File: config.mk
export PLATFORM = sky130hd
export DESIGN_NAME = nor_rd_seq
export DESIGN_NICKNAME = d
export VERILOG_FILES = /design/src/rtl/nor_rd_pkg.sv /design/src/rtl/nor_rd_sync.sv /design/src/rtl/nor_rd_timer.sv /design/src/rtl/nor_rd_lane.sv /design/src/rtl/nor_rd_seq.sv
export SDC_FILE = /design/constraint.sdc
export NUM_CORES = 1
export LEC_CHECK = 0
export ABC_AREA = 1
export BUFFER_PORTS_ARGS = -buffer_cell sky130_fd_sc_hd__clkbuf_2
export CAP_MARGIN = 20
export CORE_MARGIN = 4
export CORE_UTILIZATION = 52
export CTS_BUF_LIST = sky130_fd_sc_hd__clkbuf_4 sky130_fd_sc_hd__clkbuf_8
export DETAILED_ROUTE_END_ITERATION = 16
export PLACE_DENSITY = 0.83
export SLEW_MARGIN = 20
export SYNTH_ARGS = -nofsm -noshare
export SYNTH_HDL_FRONTEND = slang
export SYNTH_HIERARCHICAL = 1
export SYNTH_SLANG_ARGS = --single-unit
export TNS_END_PERCENT = 100
File: constraint.sdc
create_clock -name clk -period 1.62 [get_ports clk]
set_clock_uncertainty 0.1 [all_clocks]
set_input_delay 0.324 -clock clk [delete_from_list [all_inputs] [get_ports clk]]
set_output_delay 0.324 -clock clk [all_outputs]
set_load 0.02 [all_outputs]
File: src/rtl/nor_rd_pkg.sv
package nor_rd_pkg;

   typedef enum logic [2:0] {
      SQ_PULSE = 3'd0,
      SQ_SETTLE = 3'd1,
      SQ_IDLE  = 3'd2,
      SQ_READ  = 3'd3,
      SQ_HAND  = 3'd4
   } sq_state_t;

   function automatic int unsigned cnt_bits(input int unsigned a, input int unsigned b);
      int unsigned m;
      m = (a > b) ? a : b;
      return (m < 2) ? 1 : $clog2(m + 1);
   endfunction

endpackage

File: src/rtl/nor_rd_sync.sv
module nor_rd_sync #(
   parameter int unsigned STAGES = 2
) (
   input  logic clk,
   input  logic rst_n,
   input  logic din,
   output logic dout
);
   logic [STAGES-1:0] chain;

   generate
      if (STAGES < 2) begin : g_bad
         $error("nor_rd_sync: STAGES must be at least 2");
      end
   endgenerate

   always_ff @(posedge clk or negedge rst_n) begin
      if (!rst_n) chain <= '0;
      else        chain <= {chain[STAGES-2:0], din};
   end

   assign dout = chain[STAGES-1];
endmodule

File: src/rtl/nor_rd_timer.sv
module nor_rd_timer #(
   parameter int unsigned W = 4
) (
   input  logic         clk,
   input  logic         rst_n,
   input  logic         clr,
   output logic [W-1:0] cnt
);
   always_ff @(posedge clk or negedge rst_n) begin
      if (!rst_n)   cnt <= '0;
      else if (clr) cnt <= '0;
      else          cnt <= cnt + 1'b1;
   end
endmodule

File: src/rtl/nor_rd_lane.sv
module nor_rd_lane #(
   parameter int unsigned ADDR_W = 21,
   parameter bit          X16_EN = 1'b1
) (
   input  logic [ADDR_W-1:0] addr,
   input  logic              word,
   input  logic [15:0]       dq_in,
   output logic [ADDR_W-2:0] pin_addr,
   output logic              pin_byte_n,
   output logic              pin_dq15,
   output logic              lane_byte,
   output logic [15:0]       data
);
   assign pin_addr = addr[ADDR_W-1:1];
   assign pin_dq15 = addr[0];

   generate
      if (X16_EN) begin : g_dual
         assign pin_byte_n = word;
         assign lane_byte  = ~word;
         assign data       = word ? dq_in : {8'h00, dq_in[7:0]};
      end else begin : g_byte_only
         logic unused_hi;
         assign unused_hi  = ^{word, dq_in[15:8]};
         assign pin_byte_n = 1'b0;
         assign lane_byte  = 1'b1;
         assign data       = {8'h00, dq_in[7:0]};
      end
   endgenerate
endmodule

File: src/rtl/nor_rd_seq.sv
module nor_rd_seq #(
   parameter int unsigned ADDR_W      = 21,
   parameter int unsigned ACC_CYC     = 4,
   parameter int unsigned RST_CYC     = 16,
   parameter int unsigned SYNC_STAGES = 2,
   parameter bit          X16_EN      = 1'b1
) (
   input  logic              clk,
   input  logic              rst_n,
   input  logic              req_valid,
   output logic              req_ready,
   input  logic [ADDR_W-1:0] req_addr,
   input  logic              req_word,
   output logic              rsp_valid,
   input  logic              rsp_ready,
   output logic [15:0]       rsp_data,
   output logic [ADDR_W-2:0] flash_addr,
   input  logic [15:0]       flash_dq_in,
   output logic              flash_dq15_out,
   output logic              flash_dq15_oe,
   output logic              flash_ce_n,
   output logic              flash_oe_n,
   output logic              flash_byte_n,
   output logic              flash_rst_n,
   input  logic              flash_rdy
);
   import nor_rd_pkg::*;

   localparam int unsigned CW = cnt_bits(ACC_CYC, RST_CYC);
   localparam logic [CW-1:0] CAP_AT = CW'(ACC_CYC - 1);
   localparam logic [CW-1:0] END_AT = CW'(ACC_CYC);
   localparam logic [CW-1:0] RST_AT = CW'(RST_CYC);

   generate
      if (ADDR_W < 2)  begin : g_chk_aw  $error("nor_rd_seq: ADDR_W must be >= 2"); end
      if (ACC_CYC < 1) begin : g_chk_acc $error("nor_rd_seq: ACC_CYC must be >= 1"); end
      if (RST_CYC < 1) begin : g_chk_rst $error("nor_rd_seq: RST_CYC must be >= 1"); end
   endgenerate

   sq_state_t         st;
   logic [CW-1:0]     cnt;
   logic              rdy_s;
   logic [ADDR_W-1:0] addr_q;
   logic              word_q;
   logic [15:0]       data_q;
   logic [15:0]       lane_data;
   logic              lane_byte;

   nor_rd_sync #(.STAGES(SYNC_STAGES)) u_sync (
      .clk(clk), .rst_n(rst_n), .din(flash_rdy), .dout(rdy_s)
   );

   nor_rd_timer #(.W(CW)) u_tmr (
      .clk(clk), .rst_n(rst_n), .clr(st == SQ_IDLE), .cnt(cnt)
   );

   nor_rd_lane #(.ADDR_W(ADDR_W), .X16_EN(X16_EN)) u_lane (
      .addr(addr_q), .word(word_q), .dq_in(flash_dq_in),
      .pin_addr(flash_addr), .pin_byte_n(flash_byte_n), .pin_dq15(flash_dq15_out),
      .lane_byte(lane_byte), .data(lane_data)
   );

   always_ff @(posedge clk or negedge rst_n) begin
      if (!rst_n) begin
         st     <= SQ_PULSE;
         addr_q <= '0;
         word_q <= X16_EN;
         data_q <= '0;
      end else begin
         case (st)
            SQ_PULSE:  if (cnt == RST_AT) st <= SQ_SETTLE;
            SQ_SETTLE: if (rdy_s) st <= SQ_IDLE;
            SQ_IDLE: begin
               if (req_valid && rdy_s) begin
                  st     <= SQ_READ;
                  addr_q <= req_addr;
                  word_q <= req_word;
               end
            end
            SQ_READ: begin
               if (cnt == CAP_AT) data_q <= lane_data;
               if (cnt == END_AT) st <= SQ_HAND;
            end
            SQ_HAND:   if (rsp_ready) st <= SQ_IDLE;
            default:   st <= SQ_PULSE;
         endcase
      end
   end

   assign flash_rst_n   = (st != SQ_PULSE);
   assign flash_ce_n    = (st != SQ_READ);
   assign flash_oe_n    = (st != SQ_READ);
   assign flash_dq15_oe = (st == SQ_READ) && lane_byte;
   assign req_ready     = (st == SQ_IDLE) && rdy_s;
   assign rsp_valid     = (st == SQ_HAND);
   assign rsp_data      = data_q;
endmodule

==> results of run 1 <==
[per-layer routing]
metal | routed length, µm | vias up
li1 | - | 980
met1 | 2100 | 871
met2 | 2410 | 68
met3 | 364 | 8
met4 | 65 | 0
met5 | 0 | -
[cell usage after synthesis (all sizes together)]
library cell	count
nor2	17
nor3	1
clkbuf	2
nand2	88
ha	1
dfrtp	47
o21bai	2
buf	39
inv	41
o21ai	17
a21oi	1
nand3	32
dfstp	1
[stage by stage]
step | worst slack (ns) | utilization, %
3_5_place_dp | 0.115 | 60.8
6_report | -0.0625 | 66.6
2_1_floorplan | 0.0406 | -
4_1_cts | -0.0654 | 65.1
3_3_place_gp | 0.149 | 60.8
5_1_grt | -0.125 | 66.6
[logic make-up (layout without fill, tap and decap cells)]
logic type	Yosys count	after routing	share of synthesized area, %
AOI/OAI and AO/OA	20	20	6.62
adders and majority gates	1	1	0.501
buffers and inverters	82	152	19.4
DFF	48	48	48.2
and+or+nand+nor	138	138	25.3
[cells in the final DEF, fill, tap and decap left out, drive strengths merged]
cell type    instances
clkbuf              88
nand2               88
dfrtp               47
inv                 41
nand3               32
buf                 20
o21ai               17
nor2                17
o21bai               2
nor3                 1
bufinv               1
clkinv               1
dlygate4sd3          1
a21oi                1
ha                   1
dfstp                1
[sequential cells by signal (all words and copies together), names as in the netlist]
signal	cells
word_q	1
rsp_data	16
addr_q	21
u_tmr/cnt	5
u_sync/chain	2
st	3
[cell type report]
class | count | area, µm² | area share, %
inverter | 41 | 154 | 5.13
clock buffer | 6 | 76.3 | 2.54
tap | 52 | 65.1 | 2.17
multi-input combinational | 159 | 850 | 28.3
sequential | 48 | 1210 | 40.2
timing repair buffer | 103 | 616 | 20.5
clock inverter | 2 | 35.0 | 1.17
[worst max path at each step]
| stage | from | to | slack (ns) | cells after the start |
|---|---|---|---|---|
| floorplan | st[1]$_DFFE_PN0P_ | flash_dq15_oe | 0.04 | 4 |
| global placement | st[2]$_DFFE_PN0P_ | req_ready | 0.15 | 4 |
| detailed placement | st[2]$_DFFE_PN0P_ | req_ready | 0.12 | 4 |
| CTS | st[0]$_DFFE_PN0P_ | rsp_valid | -0.07 | 4 |
| global route | st[1]$_DFFE_PN0P_ | flash_dq15_oe | -0.13 | 5 |
| finish | st[1]$_DFFE_PN0P_ | flash_rst_n | -0.06 | 4 |
[power by group]
group	total (mW)	internal, mW	switching (mW)
combinational	2.97	1.15	1.81
sequential	2.24	1.78	0.454
clock	0.863	0.475	0.387
[what timing repair did]
item / CTS / global route
resized for setup: 9 / 16
setup endpoints to repair: 6 / 13
hold buffers: 1 / 0
setup buffers: 6 / 3
endpoints found under the hold margin: 47 / 0
pin swaps: 2 / 5
==> run metrics, run 1 <==
leak pwr roughly 1.7 nW; Post-Syn Area 2500 µm²; GRT busiest layer met2; Crit path top cell by count buf_6; top post-synthesis cells by area dfrtp_1, nand2_1, buf_4; clk sinks 48; 1st-iter DRT viols 98; Critical Path AT 1.26 ns; fillers about 380; largest net degree at the start of global routing around 50; CTS max path bufs 2; maxcap violations 0; io pins 87; ant diodes 0; minimum clock period 1.68 ns; layout cells sized above 1 44.0%; DR vias 1927; met2 GRT Util 28.6%; hold wc startpoint flash_rdy; CP Launch Type register; crit path capture type output pin; critical path's top delay family flip-flops; max incr delay on CP 0.47 ns; met3 Resource Use GR between 5 and 6%; Distinct cells, synth 21; cts bufs inserted 5; Area after DPL 2740 µm²; Pre-antenna DRT Iters 4; Yosys top cell by area dfrtp_1; initial antenna violation count 0; H-tree depth 2; Hold Vio Cnt, Final 0; Cells after DPL 393; critical path class register to output pin; worst r2r src st[2]$_DFFE_PN0P_; hold endpoint u_sync/chain[0]$_DFF_PN0_; Final Non-Filler Cells 411; vias in the first global route approximately 1900; Worst Hold Class input port to register; first-pass GRT wire length ~8.4 mm; status complete, but fails checks; r2r setup slk roughly 0.090 ns; worst skew pair latency 0.29 ns; CTS tree yes; post-synth top area share 47.1%; r2r worst-path depth 7; final setup TNS -0.153 ns; overall power 6.07 mW; grt ovf 0; DRT antenna net count 0; Pwr Density 2020 nW/µm²; Slew HR 81.4%; synth warn 6; GRT Total Usage approximately 17%; Synth Register Bits 48; sequential fraction of the synthesis area 48.2%; CP cell instances buf_6 > nor3_4 > inv_1 > buf_6; Horiz. Die Dim 77.3 µm; period utilisation layout 104%; total wire length 4.94 mm; violated checks negative setup slack; DR vias/cell 4.69; CP Data Required Time 1.20 ns; CP Max Fanout 6; RSZ-0062 raised after global routing true; final non-filler cell area roughly 3000 µm²; CTS root buf clkbuf_8; nets 402; Starting Density 55.4%; routed length per instance 12.0 µm; num rows 24; Synth Area per Inst 8.64 µm²; synthesized instance count 289; Placer Congestion a little over 0.8; VDD IR max 0.00112 V; final worst slack -0.0625 ns; Worst path slowest cell dfrtp_2; RR Endpoint st[0]$_DFFE_PN0P_; detailed placement HPWL approximately 3.5 mm; hold depth 1; Buffers on Ports between 80 and 90; Peak Freq roughly 0.59 GHz; Worst-path clk slew 0.09 ns; M1 GR Usage 21.8%; final hold slack 0.0293 ns; final slew viol count 0; Die ar. around 6000 µm²; WP buf/inv 3; Worst-Margin Slew 0.279 ns; Vert. Die Dim 77.3 µm; residual DRC count 0; Layout Area Growth over Synthesis 20.3%; core area about 4500 µm²; # setup viols final 4; synthesized net count 333
Note: power is estimated with default switching activity, not from simulation.
==> run 2: changes to the inputs <==
- CORE_UTILIZATION: 52 -> 54
- MAX_ROUTING_LAYER: default -> met4
- PLACE_DENSITY: 0.83 -> 0.85
- clock period: 1.62 -> 1.98 ns (I/O delays scaled with it)
==> run metrics, run 2 (synthesized netlist as in run 1, its figures left out) <==
Worst-Margin Slew 0.361 ns (was 0.279 ns); maxcap violations 0 (unchanged); grt ovf 0 (unchanged); ant diodes 0 (unchanged); CP Max Fanout 7 (was 6); total wire length 4.68 mm (was 4.94 mm); VDD IR max 0.000770 V (was 0.00112 V); critical path class register to output pin (unchanged); largest net degree at the start of global routing 23 (was 49); final slew viol count 0 (unchanged); WP buf/inv 2 (was 3); io pins 87 (unchanged); Worst-path clk slew 0.09 ns (about the same); layout cells sized above 1 41.0% (was 44.0%); residual DRC count 0 (unchanged); most common cell after layout, fill and taps aside clkbuf_2 (unchanged); Metal-1 WL 1.99 mm (was 2.10 mm); routed length per instance 11.6 µm (was 12.0 µm); period utilisation layout 93.4%; most frequent cells in the layout clkbuf_2, nand2_1, dfrtp_1 (unchanged); first-pass GRT wire length 8.34 mm (was 8.38 mm); number of flip-flops under the largest register name 21 (unchanged); nets 394 (was 402); core area 4410 µm² (was 4500 µm²); detailed placement HPWL 3.61 mm (was 3.47 mm); GRT Total Usage 17.7% (was 17.3%); num rows 24 (unchanged); final hold slack 0.0970 ns (was 0.0293 ns); Pwr Density 1640 nW/µm² (was 2020 nW/µm²); worst skew pair latency 0.30 ns (was 0.29 ns); Hold Vio Cnt, Final 0 (unchanged); Critical Path AT 1.35 ns (was 1.26 ns); Worst path slowest cell dfrtp_2 (unchanged); 1st-iter DRT viols 85 (was 98); CP Launch Type register (unchanged); met2 wire length 2.29 mm (was 2.41 mm); H-tree depth 2 (unchanged); top sig layer met4 (unchanged); Slew HR 76.0% (was 81.4%); CP cell instances nand2_1 > nor2_4 > inv_1 > nor2_1 > clkbuf_2 (was buf_6 > nor3_4 > inv_1 > buf_6); Layout Area Growth over Synthesis 15.1% (was 20.3%); Pre-antenna DRT Iters 4 (unchanged); critical path's top delay family flip-flops (unchanged); DR vias/cell 4.67 (was 4.69); DR vias 1880 (was 1927); vias in the first global route 1895 (was 1874); cts bufs inserted 5 (unchanged); Vert. Die Dim 76.0 µm (was 77.3 µm); status finished, final reports clean (was complete, but fails checks); initial antenna violation count 0 (unchanged); Biggest register addr_q (unchanged); met3 routed wirelength 373 µm (was 364 µm); fin util 65.1% (was 66.6%); CTS root buf clkbuf_8 (unchanged); fillers 392 (was 376); clk sinks 48 (unchanged); CTS tree yes (unchanged); Worst Hold Class input port to register (unchanged); RSZ-0062 raised after global routing false (was true); CP Data Required Time 1.48 ns (was 1.20 ns); max incr delay on CP 0.44 ns (was 0.47 ns); leak pwr 1.68 nW (was 1.74 nW); Peak Freq 0.541 GHz; CTS max path bufs 2 (unchanged); DRT antenna net count 0 (unchanged); Horiz. Die Dim 76.0 µm (was 77.3 µm); Buffers on Ports 86 (unchanged); Placer Congestion 0.774 (was 0.828); crit path capture type output pin (unchanged); final setup TNS 0 ns (was -0.153 ns); Starting Density 56.5% (was 55.4%); # setup viols final 0 (was 4); Die ar. 5770 µm² (was 5970 µm²); minimum clock period 1.85 ns
-- run 2: cell count changes in the layout (fill, tap and decap cells not counted), sizes merged --
cell	delta
clkinvlp	+1
inv	+1
clkinv	-1
clkbuf	+3
buf	-12
-- run 2: where the power goes --
group	internal [mW]	switching, mW
Clock	0.380	0.335
Combinational	0.768	1.39
Sequential	1.46	0.381
Total	2.61	2.11
-- run 2: cell type report --
type,instances,area (µm²),share of cell area (%)
Sequential cell,48,1210,42.0
Multi-Input combinational cell,159,820,28.5
Timing Repair Buffer,95,513,17.9
Inverter,41,154,5.36
Clock buffer,5,68.8,2.40
Tap cell,52,65.1,2.26
Clock inverter,3,46.3,1.61
-- run 2: what timing repair did --
item / 4_1_cts / 5_1_grt
buffers inserted: 1 / 0
hold endpoints to repair: 10 / 0
hold buffers: 1 / 0
setup endpoints to repair: 2 / 2
gates resized for setup: 1 / 4
cloned: 0 / 0
pin swaps: 1 / 0
-- run 2: metrics by stage --
| step | power [mW] | cells | instance area, µm² | setup WS, ns |
|---|---|---|---|---|
| 2_1_floorplan | 3.65 | 289 | 2500 | 0.329 |
| 3_3_place_gp | 3.91 | 393 | 2730 | 0.348 |
| 3_5_place_dp | 4.00 | 393 | 2730 | 0.311 |
| 4_1_cts | 4.74 | 403 | 2860 | 0.0343 |
| 5_1_grt | 5.09 | 403 | 2870 | 0.0135 |
| 6_report | 4.72 | 403 | 2870 | 0.130 |
-- run 2: metal layers --
layer | vias to the layer above | global-route usage (%)
met3 | 5 | 4.85
li1 | 967 | -
met1 | 839 | 21.4
met5 | - | -
met4 | 0 | 4.27
met2 | 69 | 29.5
-- run 2: worst reg2reg max path: stages (launching register included) --
cell and delay [ns]:
dfrtp_2 0.48, nor2_4 0.15, nand2_2 0.09, nor2_4 0.13, buf_4 0.18, nand2_4 0.16, nand2_1 0.12, nand2_1 0.05
-- run 2: worst paths after layout --
| check | start | to | slack (ns) | depth (start not counted) |
|---|---|---|---|---|
| setup / recovery | st[1]$_DFFE_PN0P_ | flash_dq15_oe | 0.13 | 5 |
| hold / removal | flash_rdy | u_sync/chain[0]$_DFF_PN0_ | 0.1 | 1 |
| setup reg to reg | st[2]$_DFFE_PN0P_ | addr_q[19]$_DFFE_PN0P_ | 0.41 | 7 |
| hold reg to reg | u_sync/chain[0]$_DFF_PN0_ | u_sync/chain[1]$_DFF_PN0_ | 0.26 | 0 |
| max in group asynchronous | rst_n | addr_q[16]$_DFFE_PN0P_ | 0.81 | 3 |
| min in group asynchronous | rst_n | u_tmr/cnt[3]$_DFF_PN0_ | 0.42 | 2 |
==> run 3: changes to the inputs <==
- CORE_MARGIN: 4 -> 3
- CORE_UTILIZATION: 54 -> 25
- PLACE_DENSITY: 0.85 -> default
==> run metrics, run 3 (synthesized netlist as in run 1, its figures left out) <==
CP Data Required Time 1.48 ns (about the same); pre-CTS setup slack 0.319 ns (was 0.311 ns); Die ar. 11200 µm² (was 5770 µm²); Critical Path Start st[2]$_DFFE_PN0P_ (was st[1]$_DFFE_PN0P_); DRT antenna net count 0 (unchanged); Worst Hold Class input port to register (unchanged); critical path's top delay family flip-flops (unchanged); Crit path top cell by count nor2_4; worst skew pair latency 0.29 ns (was 0.30 ns); maxcap violations 0 (unchanged); Buffers on Ports 86 (unchanged); Worst-path clk slew 0.09 ns (about the same); worst r2r src st[2]$_DFFE_PN0P_ (unchanged); CTS max path bufs 2 (unchanged); final non-filler cell area 2940 µm² (was 2870 µm²); Starting Density 26.4% (was 56.5%); Worst path slowest cell dfrtp_2 (unchanged); Horiz. Die Dim 106 µm (was 76.0 µm); Layout Area Growth over Synthesis 17.6% (was 15.1%); max incr delay on CP 0.48 ns (was 0.44 ns); CTS root buf clkbuf_8 (unchanged); residual DRC count 0 (unchanged); largest net degree at the start of global routing 33 (was 23); first-pass GRT wire length 8.76 mm (was 8.34 mm); Pre-antenna DRT Iters 4 (unchanged); nets 394 (unchanged); FF/Latch Area 1210 µm² (unchanged); GRT busiest layer met2 (unchanged); cts bufs inserted 5 (unchanged); VDD IR max 0.000520 V (was 0.000770 V); GRT Total Usage 9.81% (was 17.7%); met2 GRT Util 16.7% (was 29.5%); num rows 35 (was 24); number of flip-flops under the largest register name 21 (unchanged); Vert. Die Dim 106 µm (was 76.0 µm); CP Launch Type register (unchanged); 1st-iter DRT viols 60 (was 85); Worst-Margin Slew 0.473 ns (was 0.361 ns); DR vias 1900 (was 1880); CP Max Fanout 6 (was 7); initial antenna violation count 0 (unchanged); grt ovf 0 (unchanged); met3 Resource Use GR 2.61% (was 4.85%); critical path class register to output pin (unchanged); fillers 1049 (was 392); detailed placement HPWL 4.02 mm (was 3.61 mm); Hold Vio Cnt, Final 0 (unchanged); ant diodes 0 (unchanged); most frequent cells in the layout clkbuf_2, nand2_1, dfrtp_1 (unchanged); hold wc startpoint flash_rdy (unchanged); M1 GR Usage 11.8% (was 21.4%); period utilisation layout 94.6% (was 93.4%); status finished, final reports clean (unchanged); Biggest register addr_q (unchanged); core area 9460 µm² (was 4410 µm²); multi-input combinational cell area 820 µm² (unchanged); clk sinks 48 (unchanged); io pins 87 (unchanged); minimum clock period 1.87 ns (was 1.85 ns); Peak Freq 0.534 GHz (was 0.541 GHz); crit path capture type output pin (unchanged); routed length per instance 11.0 µm (was 11.6 µm); leak pwr 1.67 nW (was 1.68 nW); Placer Congestion 0.760 (was 0.774); CTS tree yes (unchanged); # setup viols final 0 (unchanged); fin util 31.0% (was 65.1%); DR vias/cell 3.96 (was 4.67); H-tree depth 2 (unchanged); vias in the first global route 1897 (was 1895); Area after DPL 2800 µm² (was 2730 µm²); final slew viol count 0 (unchanged); total wire length 5.29 mm (was 4.68 mm); final setup TNS 0 ns (unchanged); most common cell after layout, fill and taps aside clkbuf_2 (unchanged); layout cells sized above 1 41.0% (unchanged); final worst slack 0.108 ns (was 0.130 ns); Pwr Density 1570 nW/µm² (was 1640 nW/µm²); Slew HR 68.4% (was 76.0%); WP buf/inv 1 (was 2); CP cell instances nor2_4 > nand2_2 > nor2_4 > buf_6 (was nand2_1 > nor2_4 > inv_1 > nor2_1 > clkbuf_2); Critical Path AT 1.38 ns (was 1.35 ns)
run 3: power breakdown:
| part | total (mW) | switching (mW) | leakage [nW] | internal [mW] |
|---|---|---|---|---|
| combinational | 2.18 | 1.39 | 1.03 | 0.790 |
| clock | 0.578 | 0.331 | 0.0479 | 0.247 |
| sequential | 1.84 | 0.383 | 0.599 | 1.46 |
| total | 4.61 | 2.11 | 1.67 | 2.50 |
run 3: cell type report:
cell class,count,share of cell area [%]
Clock buffer,5,2.34
Clock inverter,3,0.639
Inverter,41,5.24
Multi-Input combinational cell,159,27.9
Sequential cell,48,41.1
Tap cell,129,5.50
Timing Repair Buffer,95,17.3
run 3: worst paths after layout:
check                                       endpoint  slack [ns]  cells after the start
setup / recovery                           req_ready        0.11                      4
hold / removal             u_sync/chain[0]$_DFF_PN0_        0.10                      1
setup reg to reg              addr_q[15]$_DFFE_PN0P_        0.41                      6
hold reg to reg            u_sync/chain[1]$_DFF_PN0_        0.26                      0
max in group asynchronous   rsp_data[14]$_DFFE_PN0P_        0.75                      3
min in group asynchronous          st[0]$_DFFE_PN0P_        0.44                      2
run 3: worst reg2reg max path, cell delays in order, from the launching register on:
cell and delay (ns):
dfrtp_2 0.48, nor2_4 0.13, nand2_2 0.09, nor2_4 0.23, buf_4 0.29, nand3_1 0.11, nand2_1 0.09
run 3: per-stage QoR:
stage	hold slack [ns]	std cells	total power, mW
3_3_place_gp	0.232	468	3.94
3_5_place_dp	0.232	468	4.01
2_1_floorplan	0.000409	289	3.65
6_report	0.101	480	4.61
4_1_cts	0.0826	477	4.62
5_1_grt	0.0740	480	5.01
run 3: per-layer routing:
metal	vias up	part of all wire, %	wire [µm]
met5	-	0	0
li1	971	-	-
met4	0	0.36	19
met1	866	46	2430
met3	2	6.4	336
met2	61	47	2500
run 3: what timing repair did:
item | in CTS | in global routing
gates resized for setup | 1 | 7
hold buffers | 1 | 0
setup endpoints to repair | 2 | 2
endpoints found under the hold margin | 11 | 0
pin swaps | 0 | 2
buffers inserted | 0 | 3
cloned | 0 | 0
